==> src/rtl/cpu_clk_pkg.sv <==
package cpu_clk_pkg;

  typedef enum logic [1:0] {
    MODE_RUN  = 2'd0,
    MODE_HALT = 2'd1,
    MODE_STEP = 2'd2
  } clk_mode_e;

  localparam int unsigned NUM_BTNS = 2;
  localparam int unsigned BTN_RUN  = 0;
  localparam int unsigned BTN_STEP = 1;

endpackage

==> src/rtl/btn_conditioner.sv <==
module btn_conditioner #(
  parameter int unsigned STABLE_CYCLES = 500_000
) (
  input  logic clk_i,
  input  logic rst_ni,
  input  logic raw_i,
  output logic press_o
);

  localparam int unsigned CW = (STABLE_CYCLES < 2) ? 1 : $clog2(STABLE_CYCLES);

  logic [1:0]    sync_q;
  logic          level_q, level_d;
  logic [CW-1:0] cnt_q, cnt_d;
  logic          press_q, press_d;
  logic          differs, settled;

  assign differs = (sync_q[1] != level_q);
  assign settled = (cnt_q == CW'(STABLE_CYCLES - 1));

  always_comb begin
    level_d = level_q;
    cnt_d   = cnt_q;
    press_d = 1'b0;
    if (!differs) begin
      cnt_d = '0;
    end else if (settled) begin
      level_d = sync_q[1];
      cnt_d   = '0;
      press_d = sync_q[1];
    end else begin
      cnt_d = cnt_q + 1'b1;
    end
  end

  always_ff @(posedge clk_i or negedge rst_ni) begin
    if (!rst_ni) begin
      sync_q  <= '0;
      level_q <= 1'b0;
      cnt_q   <= '0;
      press_q <= 1'b0;
    end else begin
      sync_q  <= {sync_q[0], raw_i};
      level_q <= level_d;
      cnt_q   <= cnt_d;
      press_q <= press_d;
    end
  end

  assign press_o = press_q;

endmodule

==> src/rtl/phase_timer.sv <==
module phase_timer #(
  parameter int unsigned PHASE_CYCLES = 25
) (
  input  logic clk_i,
  input  logic rst_ni,
  input  logic clr_i,
  input  logic adv_i,
  output logic last_o
);

  localparam int unsigned TW = (PHASE_CYCLES < 2) ? 1 : $clog2(PHASE_CYCLES);

  logic [TW-1:0] cnt_q, cnt_d;

  always_comb begin
    cnt_d = cnt_q;
    if (clr_i) begin
      cnt_d = '0;
    end else if (adv_i) begin
      cnt_d = cnt_q + 1'b1;
    end
  end

  always_ff @(posedge clk_i or negedge rst_ni) begin
    if (!rst_ni) begin
      cnt_q <= '0;
    end else begin
      cnt_q <= cnt_d;
    end
  end

  assign last_o = (cnt_q == TW'(PHASE_CYCLES - 1));

endmodule

==> src/rtl/clk_mode_fsm.sv <==
module clk_mode_fsm
  import cpu_clk_pkg::*;
(
  input  logic clk_i,
  input  logic rst_ni,
  input  logic run_press_i,
  input  logic step_press_i,
  input  logic last_i,
  output logic clr_o,
  output logic adv_o,
  output logic cpu_clk_o,
  output logic halted_o
);

  clk_mode_e mode_q, mode_d;
  logic      lvl_q, lvl_d;
  logic      stop_q, stop_d;

  always_comb begin
    mode_d = mode_q;
    lvl_d  = lvl_q;
    stop_d = stop_q;
    clr_o  = 1'b0;
    adv_o  = 1'b0;
    unique case (mode_q)
      MODE_RUN: begin
        adv_o = 1'b1;
        if (run_press_i) stop_d = 1'b1;
        if (last_i) begin
          clr_o = 1'b1;
          if (lvl_q && (stop_q || run_press_i)) begin
            mode_d = MODE_HALT;
            stop_d = 1'b0;
          end else begin
            lvl_d = ~lvl_q;
          end
        end
      end
      MODE_HALT: begin
        clr_o = 1'b1;
        if (run_press_i) begin
          mode_d = MODE_RUN;
          lvl_d  = 1'b0;
        end else if (step_press_i) begin
          mode_d = MODE_STEP;
          lvl_d  = 1'b0;
        end
      end
      MODE_STEP: begin
        adv_o = 1'b1;
        if (last_i) begin
          clr_o = 1'b1;
          if (!lvl_q) begin
            lvl_d = 1'b1;
          end else begin
            mode_d = MODE_HALT;
          end
        end
      end
      default: begin
        mode_d = MODE_RUN;
        lvl_d  = 1'b0;
        stop_d = 1'b0;
        clr_o  = 1'b1;
      end
    endcase
  end

  always_ff @(posedge clk_i or negedge rst_ni) begin
    if (!rst_ni) begin
      mode_q <= MODE_RUN;
      lvl_q  <= 1'b0;
      stop_q <= 1'b0;
    end else begin
      mode_q <= mode_d;
      lvl_q  <= lvl_d;
      stop_q <= stop_d;
    end
  end

  assign cpu_clk_o = lvl_q;
  assign halted_o  = (mode_q == MODE_HALT);

endmodule

==> src/rtl/cpu_clk_ctl.sv <==
module cpu_clk_ctl
  import cpu_clk_pkg::*;
#(
  parameter int unsigned DIV_RATIO       = 50,
  parameter int unsigned DEBOUNCE_CYCLES = 500_000
) (
  input  logic clk_i,
  input  logic rst_ni,
  input  logic run_btn_i,
  input  logic step_btn_i,
  output logic cpu_clk_o,
  output logic halted_o
);

  localparam int unsigned HALF_CYCLES = DIV_RATIO / 2;

  logic [NUM_BTNS-1:0] raw_btn;
  logic [NUM_BTNS-1:0] btn_press;
  logic                tmr_clr, tmr_adv, tmr_last;

  assign raw_btn[BTN_RUN]  = run_btn_i;
  assign raw_btn[BTN_STEP] = step_btn_i;

  for (genvar b = 0; b < NUM_BTNS; b++) begin : g_btn
    btn_conditioner #(
      .STABLE_CYCLES(DEBOUNCE_CYCLES)
    ) u_cond (
      .clk_i  (clk_i),
      .rst_ni (rst_ni),
      .raw_i  (raw_btn[b]),
      .press_o(btn_press[b])
    );
  end

  phase_timer #(
    .PHASE_CYCLES(HALF_CYCLES)
  ) u_timer (
    .clk_i (clk_i),
    .rst_ni(rst_ni),
    .clr_i (tmr_clr),
    .adv_i (tmr_adv),
    .last_o(tmr_last)
  );

  clk_mode_fsm u_fsm (
    .clk_i       (clk_i),
    .rst_ni      (rst_ni),
    .run_press_i (btn_press[BTN_RUN]),
    .step_press_i(btn_press[BTN_STEP]),
    .last_i      (tmr_last),
    .clr_o       (tmr_clr),
    .adv_o       (tmr_adv),
    .cpu_clk_o   (cpu_clk_o),
    .halted_o    (halted_o)
  );

endmodule

==> config.mk <==
export PLATFORM = sky130hd
export DESIGN_NAME = cpu_clk_ctl
export DESIGN_NICKNAME = d
export VERILOG_FILES = /design/src/rtl/cpu_clk_pkg.sv /design/src/rtl/btn_conditioner.sv /design/src/rtl/phase_timer.sv /design/src/rtl/clk_mode_fsm.sv /design/src/rtl/cpu_clk_ctl.sv
export SDC_FILE = /design/constraint.sdc
export NUM_CORES = 1
export LEC_CHECK = 0
export BUFFER_PORTS_ARGS = -buffer_cell sky130_fd_sc_hd__buf_2
export CAP_MARGIN = 20
export CORE_AREA = 10 10 93 87
export DETAILED_ROUTE_END_ITERATION = 12
export DIE_AREA = 0 0 103 97
export HOLD_SLACK_MARGIN = 0.06
export SKIP_LAST_GASP = 1
export SLEW_MARGIN = 40
export SYNTH_ARGS = -nofsm -noshare
export SYNTH_HDL_FRONTEND = slang
export SYNTH_SLANG_ARGS = --single-unit
==> constraint.sdc <==
create_clock -name clk_i -period 4.15 [get_ports clk_i]
set_input_delay 0.83 -clock clk_i [delete_from_list [all_inputs] [get_ports clk_i]]
set_output_delay 0.83 -clock clk_i [all_outputs]
set_load 0.02 [all_outputs]
# After elaboration in Yosys (flattened, before gate mapping)

Cells that the tools add are included.
W data, S select, Z words.

Logic and storage cells: 69
Input port bits: 4
Output and inout bits: 2
Bits in registers: 55

Mux-type cells: 30
Bitwise gates (word level): 1
Reduce and logical (&&, ||, !) cells: 10
Add/subtract/negate cells: 3
Eq/ne operators: 13

Operator list:

| kind                    | number |
|---|---|
| $mux W19                | 4 |
| $add A19 B1 Y19 const B | 2 |
| $eq A19 B19 Y1 const B  | 2 |
| $mux W1                 | 15 |
| $mux W2                 | 6 |
| $mux W5                 | 2 |
| $ne A2 B2 Y1 const B    | 3 |
| $pmux W2 S3             | 1 |
| $add A5 B1 Y5 const B   | 1 |
| $eq A5 B5 Y1 const B    | 1 |
| $reduce_and A5 Y1       | 1 |
| $ne A2 B1 Y1 const B    | 2 |
| $reduce_and A2 Y1       | 2 |
| $reduce_and A4 Y1       | 1 |
| $reduce_or A2 Y1        | 2 |
| $ne A3 B1 Y1 const B    | 1 |
| $pmux W1 S3             | 1 |
| $eq A2 B1 Y1 const B    | 1 |
| $eq A2 B2 Y1 const B    | 1 |
| $logic_not A2 Y1        | 1 |
| $ne A1 B1 Y1            | 2 |
| $pmux W1 S2             | 1 |
| $reduce_bool A2 Y1      | 1 |
| $logic_and A1 B1 Y1     | 1 |
| 2 further kinds         | 2 |

# Longest topological paths before layout

Gate-level depths: netlist of the first run.

Depth in word-level cells: 5
Mapped depth: 6
Gate-level depth less buffers: 6

# By module

Synthesis of the first run repeated with hierarchy kept, for this count alone.

Cells, all modules: 275
Area total of the unflattened synthesis: 2911.5 µm²

Modules (own cells, without submodules):

| module                             | instances | area an instance (µm²) | cells an instance | sequential area each (µm²) |
|---|---|---|---|---|
| btn_conditioner at g_btn[0].u_cond | 1         | 1144.8                 | 106               | 575.6 |
| btn_conditioner at g_btn[1].u_cond | 1         | 1118.6                 | 110               | 575.6 |
| clk_mode_fsm                       | 1         | 340.3                  | 33                | 100.1 |
| phase_timer                        | 1         | 307.8                  | 26                | 125.1 |

# Worst setup path after synthesis of the first run

OpenSTA, ideal clock, no wires.

Path kind: register to register
Start: register g_btn[0].u_cond.cnt_q[0]
End: register g_btn[0].u_cond.cnt_q[18]
Setup slack: 2215 ps
Setup time: 78 ps
Required time: 4072 ps
Path buffers: 0
Arrival time: 1857 ps
Period minus slack after synthesis: 1935 ps
Stages on the path, launching flop included: 6
Cell sequence: dfrtp_1 ha_1 nand4_4 or4_4 or4_1 a21oi_1

Longest elaborated chain between the ends: 3
Elaborated cells between the ends (all ways): 4
Classes of those cells: add/sub (1); eq/ne (1); mux (2)

Ends and longest elaborated chain:

| item                                                     | RTL line                                     | source |
|---|---|---|
| start: declaration                                       | btn_conditioner.sv:14                        | `logic [CW-1:0] cnt_q, cnt_d;` |
| start signal: assignment                                 | btn_conditioner.sv:45                        | `cnt_q <= cnt_d;` |
| $add A19 B1 Y19 / $eq A19 B19 Y1 (equally long branches) | btn_conditioner.sv:32, btn_conditioner.sv:19 |  |
| $mux W19 (*)                                             | btn_conditioner.sv:27                        | `end else if (settled) begin` |
| $mux W19 (*)                                             | btn_conditioner.sv:25                        | `if (!differs) begin` |
| net g_btn[0].u_cond.cnt_d[18]                            | btn_conditioner.sv:14                        |  |

Mark *: on every way through the listed nets, which the timed path passes. The rest lies on a longest branch.
A chain may end at the register's enable or synchronous reset.

# Worst setup path after layout of the first run

Same ends and word-level chain as after synthesis.

==> key figures, run 1 <==
GRT
  – Antenna violations before repair: 0
  – Total GRT Usage: 10.3%
  – GR Overflow Total: 0
  – Pin count of the biggest net entering global routing: 33
  – Global-route wire length before repair: 8510 um
  – Number of global-route vias before repair: 1,867

STA
  – Setup_tns: 0 ns
  – Final hold viol count: 0
  – Tcrit/Tclk final: 51.5%
  – Fmax: approximately 470 MHz
  – Final setup viols: 0
  – Slew Limit Fails: 0
  – Slew HR: between 50% and 60%
  – Unrepaired setup endpoints after global routing: false
  – Least-Margin Pin Slew: 0.680 ns
  – Fin Clk Skew: 0.0105 ns
  – Tmin final: about 2.1 ns

Logic synthesis
  – Synth Area in Adders: under 10%
  – Largest family of logic cells by synthesized area: simple AND/OR/NAND/NOR gates
  – Simple-Gate Fraction of Synth Area: between 20% and 30%
  – Net count after synthesis: about 280
  – Sequential area share after synthesis: approximately 50%
  – Compound-gate portion of the synthesized area: ~4.3%
  – Number of synthesized register bits: 55
  – Mapped Cells: 264
  – Post-synthesis mux area share: ~2%
  – Synthesized area per cell: between 10 and 15 sq um
  – Synth Area in XOR/XNOR: between 10% and 20%
  – Asr flop ratio synth: 100%
  – Synth Flop Type: dfrtp_1
  – Yosys cell types: 38
  – Post-Syn Area: approximately 2700 sq um
  – Synth Warn #: 0
  – Post-synth EDFFs: 0

Critical path
  – Slowest CP cell: or4_4
  – Crit. End Element: flip-flop
  – Critical Path RT: 4.38 ns
  – R2R Path Start: g_btn[0].u_cond.cnt_q[0]$_DFF_PN0_
  – CP Data Arrival Time: 2.37 ns
  – Slowest stage delay, CP: approximately 0.56 ns
  – Worst Reg2Reg Path Length in Cells: 5
  – R2R Setup Slk: approximately 2.0 ns
  – Bufs and invs on worst path: 0
  – Crit path max-delay family: simple AND/OR/NAND/NOR gates
  – Setup crit start kind: flip-flop
  – Crit Reg-Reg Endpoint: g_btn[0].u_cond.cnt_q[18]$_DFF_PN0_
  – WS Path Type: flip-flop to flip-flop
  – CP Cell Sequence: ha_1 > nand4_4 > or4_4 > or4_1 > a21oi_1
  – CP Max Fanout: 7

Finish
  – Final Cell Area: 2960 sq um
  – Layout cell share with drive strength beyond 1: between 8 and 9%
  – Area delta synth->final: 9.39%
  – Filler cells: 551
  – Nets@finish: 286
  – # diodes: 0

Place
  – Area post-placement: roughly 2800 sq um
  – Detailed placement HPWL: 3430 um
  – IO buf count: 5
  – GPL Wtd Cong: around 0.83

Routing
  – Vias: approximately 1,900
  – DR WL/cell: approximately 14 um
  – Routed wl met2: 2020 um
  – Iter 0 DRT Violations: roughly 180
  – DR vias/cell: between 5 and 6
  – Drt total wl: between 4000 and 5000 um
  – ANT nets after route: 0
  – Routed met3 length: 193 um
  – Pre-antenna DRT Iters: 4
  – Met1 WL: between 2000 and 3000 um
  – DR top layer: met4
  – DRC: 0

Floorplanning
  – IO Count: 6
  – # rows: 27
  – Initial Util: between 40 and 50%
  – Die Y-Extent: about 97 um
  – Die W: between 100 and 150 um
  – Core region area: roughly 6000 sq um
  – Die ar.: roughly 10000 sq um

CTS
  – Post-CTS Setup Inserts: 0
  – Reg clk slew, reported paths: about 0.10 ns
  – Root Driver: clkbuf_8
  – Sink Count: 55
  – H-tree level count: 2
  – Longest Clk Path Bufs: 2
  – Num CTS Buffers: 5
  – CTS tree: yes
  – CTS hold repair buffers: 0
  – Post_cts resized: 0
  – Worst-Skew Late Latency: a little over 0.3 ns

Worst hold path
  – Worst hold path type: flip-flop to flip-flop
  – Hold Crit Endpoint: g_btn[0].u_cond.sync_q[1]$_DFF_PN0_
  – Min-delay src: g_btn[0].u_cond.sync_q[0]$_DFF_PN0_
  – Hold Path Stages: 0

Outcome
  – Status: complete, no violations

Run
  – Max Cap Viol: 0

Power
  – VDD IR max: around 0.00019 V
  – Power Dens Cells: 335 nW/um^2
  – Leakage: ~0.0012 uW
[registers in the layout, summed over array words and instances, names as in the netlist]
name	cells
g_btn.u_cond.cnt_q	38
g_btn.u_cond.level_q	2
g_btn.u_cond.press_o	2
g_btn.u_cond.sync_q	4
u_fsm.cpu_clk_o	1
u_fsm.mode_q	2
u_fsm.stop_q	1
u_timer.cnt_q	5
[metal layers]
metal	vias up	global-route usage, %
met5	-	0
met4	0	3.19
met3	4	2.63
met2	31	14.3
met1	902	15.0
li1	957	-
[kinds of logic (layout without fill, tap and decap cells)]
kind of cell	after synthesis	count (layout)
compound gates	18	18
xor+xnor	36	36
fa+ha+maj	8	8
buf+inv	16	27
flops	55	55
mux	5	5
simple gates	126	126
[area by class of cell]
cell class	instances	area, sq um	share of cell area (%)
flip-flops and latches	55	1380	46.5
multi-input cells	193	1270	43.0
well taps	72	90.1	3.04
clock buffers	5	68.8	2.33
clock inverters	3	67.6	2.28
inverters	12	45.0	1.52
repair buffers	7	40.0	1.35
[worst max-delay path by stage]
stage                                  startpoint                                   to  slack, ns  depth (start not counted)
2_1_floorplan  g_btn[0].u_cond.cnt_q[0]$_DFF_PN0_  g_btn[0].u_cond.cnt_q[18]$_DFF_PN0_       2.22                          5
3_3_place_gp   g_btn[1].u_cond.cnt_q[5]$_DFF_PN0_   g_btn[1].u_cond.cnt_q[3]$_DFF_PN0_       2.02                          4
3_5_place_dp   g_btn[0].u_cond.cnt_q[0]$_DFF_PN0_  g_btn[0].u_cond.cnt_q[18]$_DFF_PN0_       2.02                          5
4_1_cts        g_btn[0].u_cond.cnt_q[0]$_DFF_PN0_  g_btn[0].u_cond.cnt_q[18]$_DFF_PN0_       2.00                          5
5_1_grt        g_btn[0].u_cond.cnt_q[0]$_DFF_PN0_  g_btn[0].u_cond.cnt_q[18]$_DFF_PN0_       1.90                          5
6_report       g_btn[0].u_cond.cnt_q[0]$_DFF_PN0_  g_btn[0].u_cond.cnt_q[18]$_DFF_PN0_       2.01                          5
[through the flow]
stage               hold slack [ns]  utilization, %  setup WS, ns  total power, uW  instances
floorplan                     0.331               -          2.22              573        264
detailed placement            0.335            46.4          2.02              592        339
global route                  0.378            48.7          1.90             1030        347
CTS                           0.360            48.7          2.00             1010        347
finish                        0.358            48.7          2.01              992        347
global placement              0.336            46.4          2.02              591        339
[cells in the final DEF, fill, tap and decap left out, types with 2 or more instances in the layout]
cell type / n
nand2_1: 13
nand3_1: 14
a21oi_1: 6
mux2_2: 2
nor3_1: 8
mux2i_1: 3
clkbuf_8: 5
buf_4: 2
dfrtp_1: 55
inv_1: 12
bufinv_16: 2
or4_1: 2
nor4bb_1: 2
nand4_1: 12
xor2_1: 10
nor3b_1: 2
buf_2: 5
xnor2_1: 26
nor2b_1: 2
and4_1: 3
ha_1: 8
o31ai_1: 2
and3_1: 3
o21ai_0: 4
nor4_1: 15
nor2_1: 42
[Yosys cell counts (4+ instances only)]
library cell  instances  area share, %
xnor2_1              26            8.4
nor3_1                8            1.5
nor2_1               42            5.8
ha_1                  8            3.7
nand4_1              12            2.8
dfrtp_1              55             51
nand2_1              13            1.8
nand3_1              14            2.6
o21ai_0               4           0.74
a21oi_1               6            1.1
nor4_1               15            3.5
xor2_1               10            3.2
inv_1                12            1.7
[power breakdown]
group	internal, uW	total (uW)	switching [uW]
combinational	8.45	30.1	21.6
clock	240	412	171
sequential	542	550	7.90
total	791	992	201
Note: power is estimated with default switching activity, not from simulation.
==> run 2: changes to the inputs <==
==> constraint.sdc (replaced) <==
create_clock -name clk_i -period 1.8 [get_ports clk_i]
set_input_delay 0.36 -clock clk_i [delete_from_list [all_inputs] [get_ports clk_i]]
set_output_delay 0.36 -clock clk_i [all_outputs]
set_load 0.02 [all_outputs]
==> key figures, run 2 (synthesis gave the netlist of run 1 again) <==
GRT
  – Total GRT Usage: 10.9% (was 10.3%)
  – Global-route wire length before repair: 9030 um (was 8510 um)
  – GR Overflow Total: 0 (unchanged)
  – Number of global-route vias before repair: 1,925 (was 1,867)
  – Pin count of the biggest net entering global routing: 37 (was 33)
  – Antenna violations before repair: 0 (unchanged)

Place
  – Area post-placement: 3050 sq um (was 2820 sq um)
  – IO buf count: 5 (unchanged)
  – GPL Wtd Cong: 0.818 (was 0.835)
  – Detailed placement HPWL: 3690 um (was 3430 um)

Outcome
  – Status: complete, no violations (unchanged)

Routing
  – DR top layer: met4 (unchanged)
  – Routed met3 length: 122 um (was 193 um)
  – Iter 0 DRT Violations: 91 (was 178)
  – Vias: 1,990 (was 1,894)
  – DR vias/cell: 5.28 (was 5.46)
  – DR WL/cell: 13.2 um (was 13.9 um)
  – Met1 WL: 2690 um (was 2580 um)
  – Drt total wl: 4980 um (was 4840 um)
  – DRC: 0 (unchanged)
  – Routed wl met2: 2110 um (was 2020 um)
  – Pre-antenna DRT Iters: 4 (unchanged)
  – ANT nets after route: 0 (unchanged)

Critical path
  – CP Max Fanout: 2 (was 7)
  – Setup crit start kind: flip-flop (unchanged)
  – R2R Path Start: g_btn[0].u_cond.cnt_q[1]$_DFF_PN0_ (was g_btn[0].u_cond.cnt_q[0]$_DFF_PN0_)
  – Crit path max-delay family: simple AND/OR/NAND/NOR gates (unchanged)
  – Slowest CP cell: or4_4 (unchanged)
  – Slowest stage delay, CP: 0.52 ns (was 0.56 ns)
  – CP Cell Sequence: ha_4 > nand4_4 > or4_4 > or4_1 > a21oi_1 (was ha_1 > nand4_4 > or4_4 > or4_1 > a21oi_1)
  – WS Path Type: flip-flop to flip-flop (unchanged)
  – CP Data Arrival Time: 2.03 ns (was 2.37 ns)
  – Worst Reg2Reg Path Length in Cells: 5 (unchanged)
  – Crit Reg-Reg Endpoint: g_btn[0].u_cond.cnt_q[18]$_DFF_PN0_ (unchanged)
  – Critical Path RT: 2.03 ns (was 4.38 ns)
  – Crit. End Element: flip-flop (unchanged)
  – Bufs and invs on worst path: 0 (unchanged)
  – R2R Setup Slk: 0.005 ns (was 2.01 ns)

Worst hold path
  – Hold Path Stages: 1 (was 0)
  – Min-delay src: step_btn_i (was g_btn[0].u_cond.sync_q[0]$_DFF_PN0_)
  – Worst hold path type: input port to flip-flop (was flip-flop to flip-flop)
  – Hold Crit Endpoint: g_btn[1].u_cond.sync_q[0]$_DFF_PN0_ (was g_btn[0].u_cond.sync_q[1]$_DFF_PN0_)

STA
  – Fin Clk Skew: 0.00498 ns (was 0.0105 ns)
  – Fmax: 557 MHz (was 468 MHz)
  – Slew Limit Fails: 0 (unchanged)
  – Unrepaired setup endpoints after global routing: true (was false)
  – Slew HR: 68.4% (was 54.6%)
  – Tmin final: 1.80 ns (was 2.14 ns)
  – Final setup viols: 0 (unchanged)
  – Tcrit/Tclk final: 99.7% (was 51.5%)
  – Worst hold margin: 0.159 ns (was 0.358 ns)
  – Final hold viol count: 0 (unchanged)
  – Least-Margin Pin Slew: 0.474 ns (was 0.680 ns)

Floorplanning
  – # rows: 27 (unchanged)
  – Die W: 103 um (unchanged)
  – Die Y-Extent: 97 um (unchanged)
  – Initial Util: 44.5% (unchanged)
  – IO Count: 6 (unchanged)
  – Core region area: 6080 sq um (unchanged)
  – Die ar.: 9990 sq um (unchanged)

Finish
  – Final Cell Area: 3190 sq um (was 2960 sq um)
  – Filler cells: 543 (was 551)
  – Top reg by flops: g_btn.u_cond.cnt_q (unchanged)
  – Max reg flops: 38 (unchanged)
  – Layout cell share with drive strength beyond 1: 19.0% (was 8.36%)
  – Largest regs: g_btn.u_cond.cnt_q: 38 flops, u_timer.cnt_q: 5 flops, g_btn.u_cond.sync_q: 4 flops (unchanged)
  – Area delta synth->final: 17.8% (was 9.39%)
  – Commonest non-fill, non-tap cell in the layout: dfrtp_1 (unchanged)
  – Nets@finish: 316 (was 286)
  – Commonest cells after routing, fill and taps aside: dfrtp_1 (55), nor2_1 (42), buf_4 (30) (was dfrtp_1 (55), nor2_1 (42), xnor2_1 (26))
  – # diodes: 0 (unchanged)

CTS
  – Worst-Skew Late Latency: 0.30 ns (was 0.31 ns)
  – Reg clk slew, reported paths: 0.09 ns (was 0.10 ns)
  – H-tree level count: 2 (unchanged)
  – Root Driver: clkbuf_8 (unchanged)
  – CTS tree: yes (unchanged)
  – Num CTS Buffers: 5 (unchanged)
  – Sink Count: 55 (unchanged)
  – Longest Clk Path Bufs: 2 (unchanged)

Power
  – VDD IR max: 0.000288 V (was 0.000192 V)
  – Leakage: 0.00132 uW (was 0.00118 uW)
  – Power Dens Cells: 630 nW/um^2 (was 335 nW/um^2)

Run
  – Max Cap Viol: 0 (unchanged)
==> run 2: cell count changes in the layout (fill, tap and decap cells not counted), moves of 2 or more <==
cell / delta
nor4_2: +2
clkinv_2: +3
bufinv_16: -2
ha_1: -2
nor4_1: -2
buf_4: +28
==> run 2: through the flow <==
stage                     setup TNS [ns]  utilization [%]  worst slack [ns]  total power, uW  std cells
final                                  0             52.4           0.00487             2010        377
after global routing              -0.218             52.4           -0.0660             2130        377
after CTS                      -0.000108             51.9         -0.000108             2050        376
after detailed placement         -0.0177             50.2           -0.0177             1390        367
after global placement           -0.0388             50.2           -0.0388             1380        367
after floorplan                  -0.0646                -           -0.0646             1320        264
==> run 2: repair_timing <==
action,4_1_cts,5_1_grt
buffers inserted,0,1
hold buffers,1,0
setup endpoints to repair,2,21
pin swaps,2,3
resized for setup,1,5
hold endpoints to repair,19,0
==> run 2: layout make-up <==
class	count	area (sq um)	area share (%)
inverter	12	45.0	1.41
timing repair buffer	37	280	8.79
sequential	55	1380	43.2
multi-input combinational	193	1310	41.1
tap	72	90.1	2.83
clock inverter	3	15.0	0.471
clock buffer	5	68.8	2.16
==> run 2: report_power, final <==
part           switching [uW]  leakage, uW  internal [uW]
registers                15.3     0.000740           1250
clock network             376    0.0000477            267
logic                    58.4     0.000531           41.0
total                     449      0.00132           1560
==> run 2: per-layer routing <==
metal  vias to the layer above  global-route usage, %
li1                       1015                      -
met1                       949                   16.5
met2                        21                   14.3
met3                         5                   2.41
met4                         0                   4.36
met5                         -                      0
==> run 2: how the worst max path moves through the flow <==
stage	startpoint	endpoint	slack [ns]	cells after the start
global placement	g_btn[1].u_cond.cnt_q[14]$_DFF_PN0_	g_btn[1].u_cond.level_q$_DFFE_PN0P_	-0.04	5
detailed placement	g_btn[0].u_cond.cnt_q[1]$_DFF_PN0_	g_btn[0].u_cond.cnt_q[18]$_DFF_PN0_	-0.02	5
finish	g_btn[0].u_cond.cnt_q[1]$_DFF_PN0_	g_btn[0].u_cond.cnt_q[18]$_DFF_PN0_	0.005	5
CTS	g_btn[0].u_cond.cnt_q[0]$_DFF_PN0_	g_btn[0].u_cond.cnt_q[18]$_DFF_PN0_	-0.0001	5
global route	g_btn[0].u_cond.cnt_q[1]$_DFF_PN0_	g_btn[0].u_cond.cnt_q[18]$_DFF_PN0_	-0.07	5
floorplan	g_btn[0].u_cond.cnt_q[0]$_DFF_PN0_	g_btn[0].u_cond.cnt_q[18]$_DFF_PN0_	-0.06	5
==> run 2: worst reg2reg max path: cells and delay by family (launching register included) <==
kind / cells / cell delay (ns)
adder cells (fa/ha/maj): 1 / 0.17
flip-flops: 1 / 0.40
AO/OA/AOI/OAI: 1 / 0.13
AND/OR/NAND/NOR: 3 / 1.03
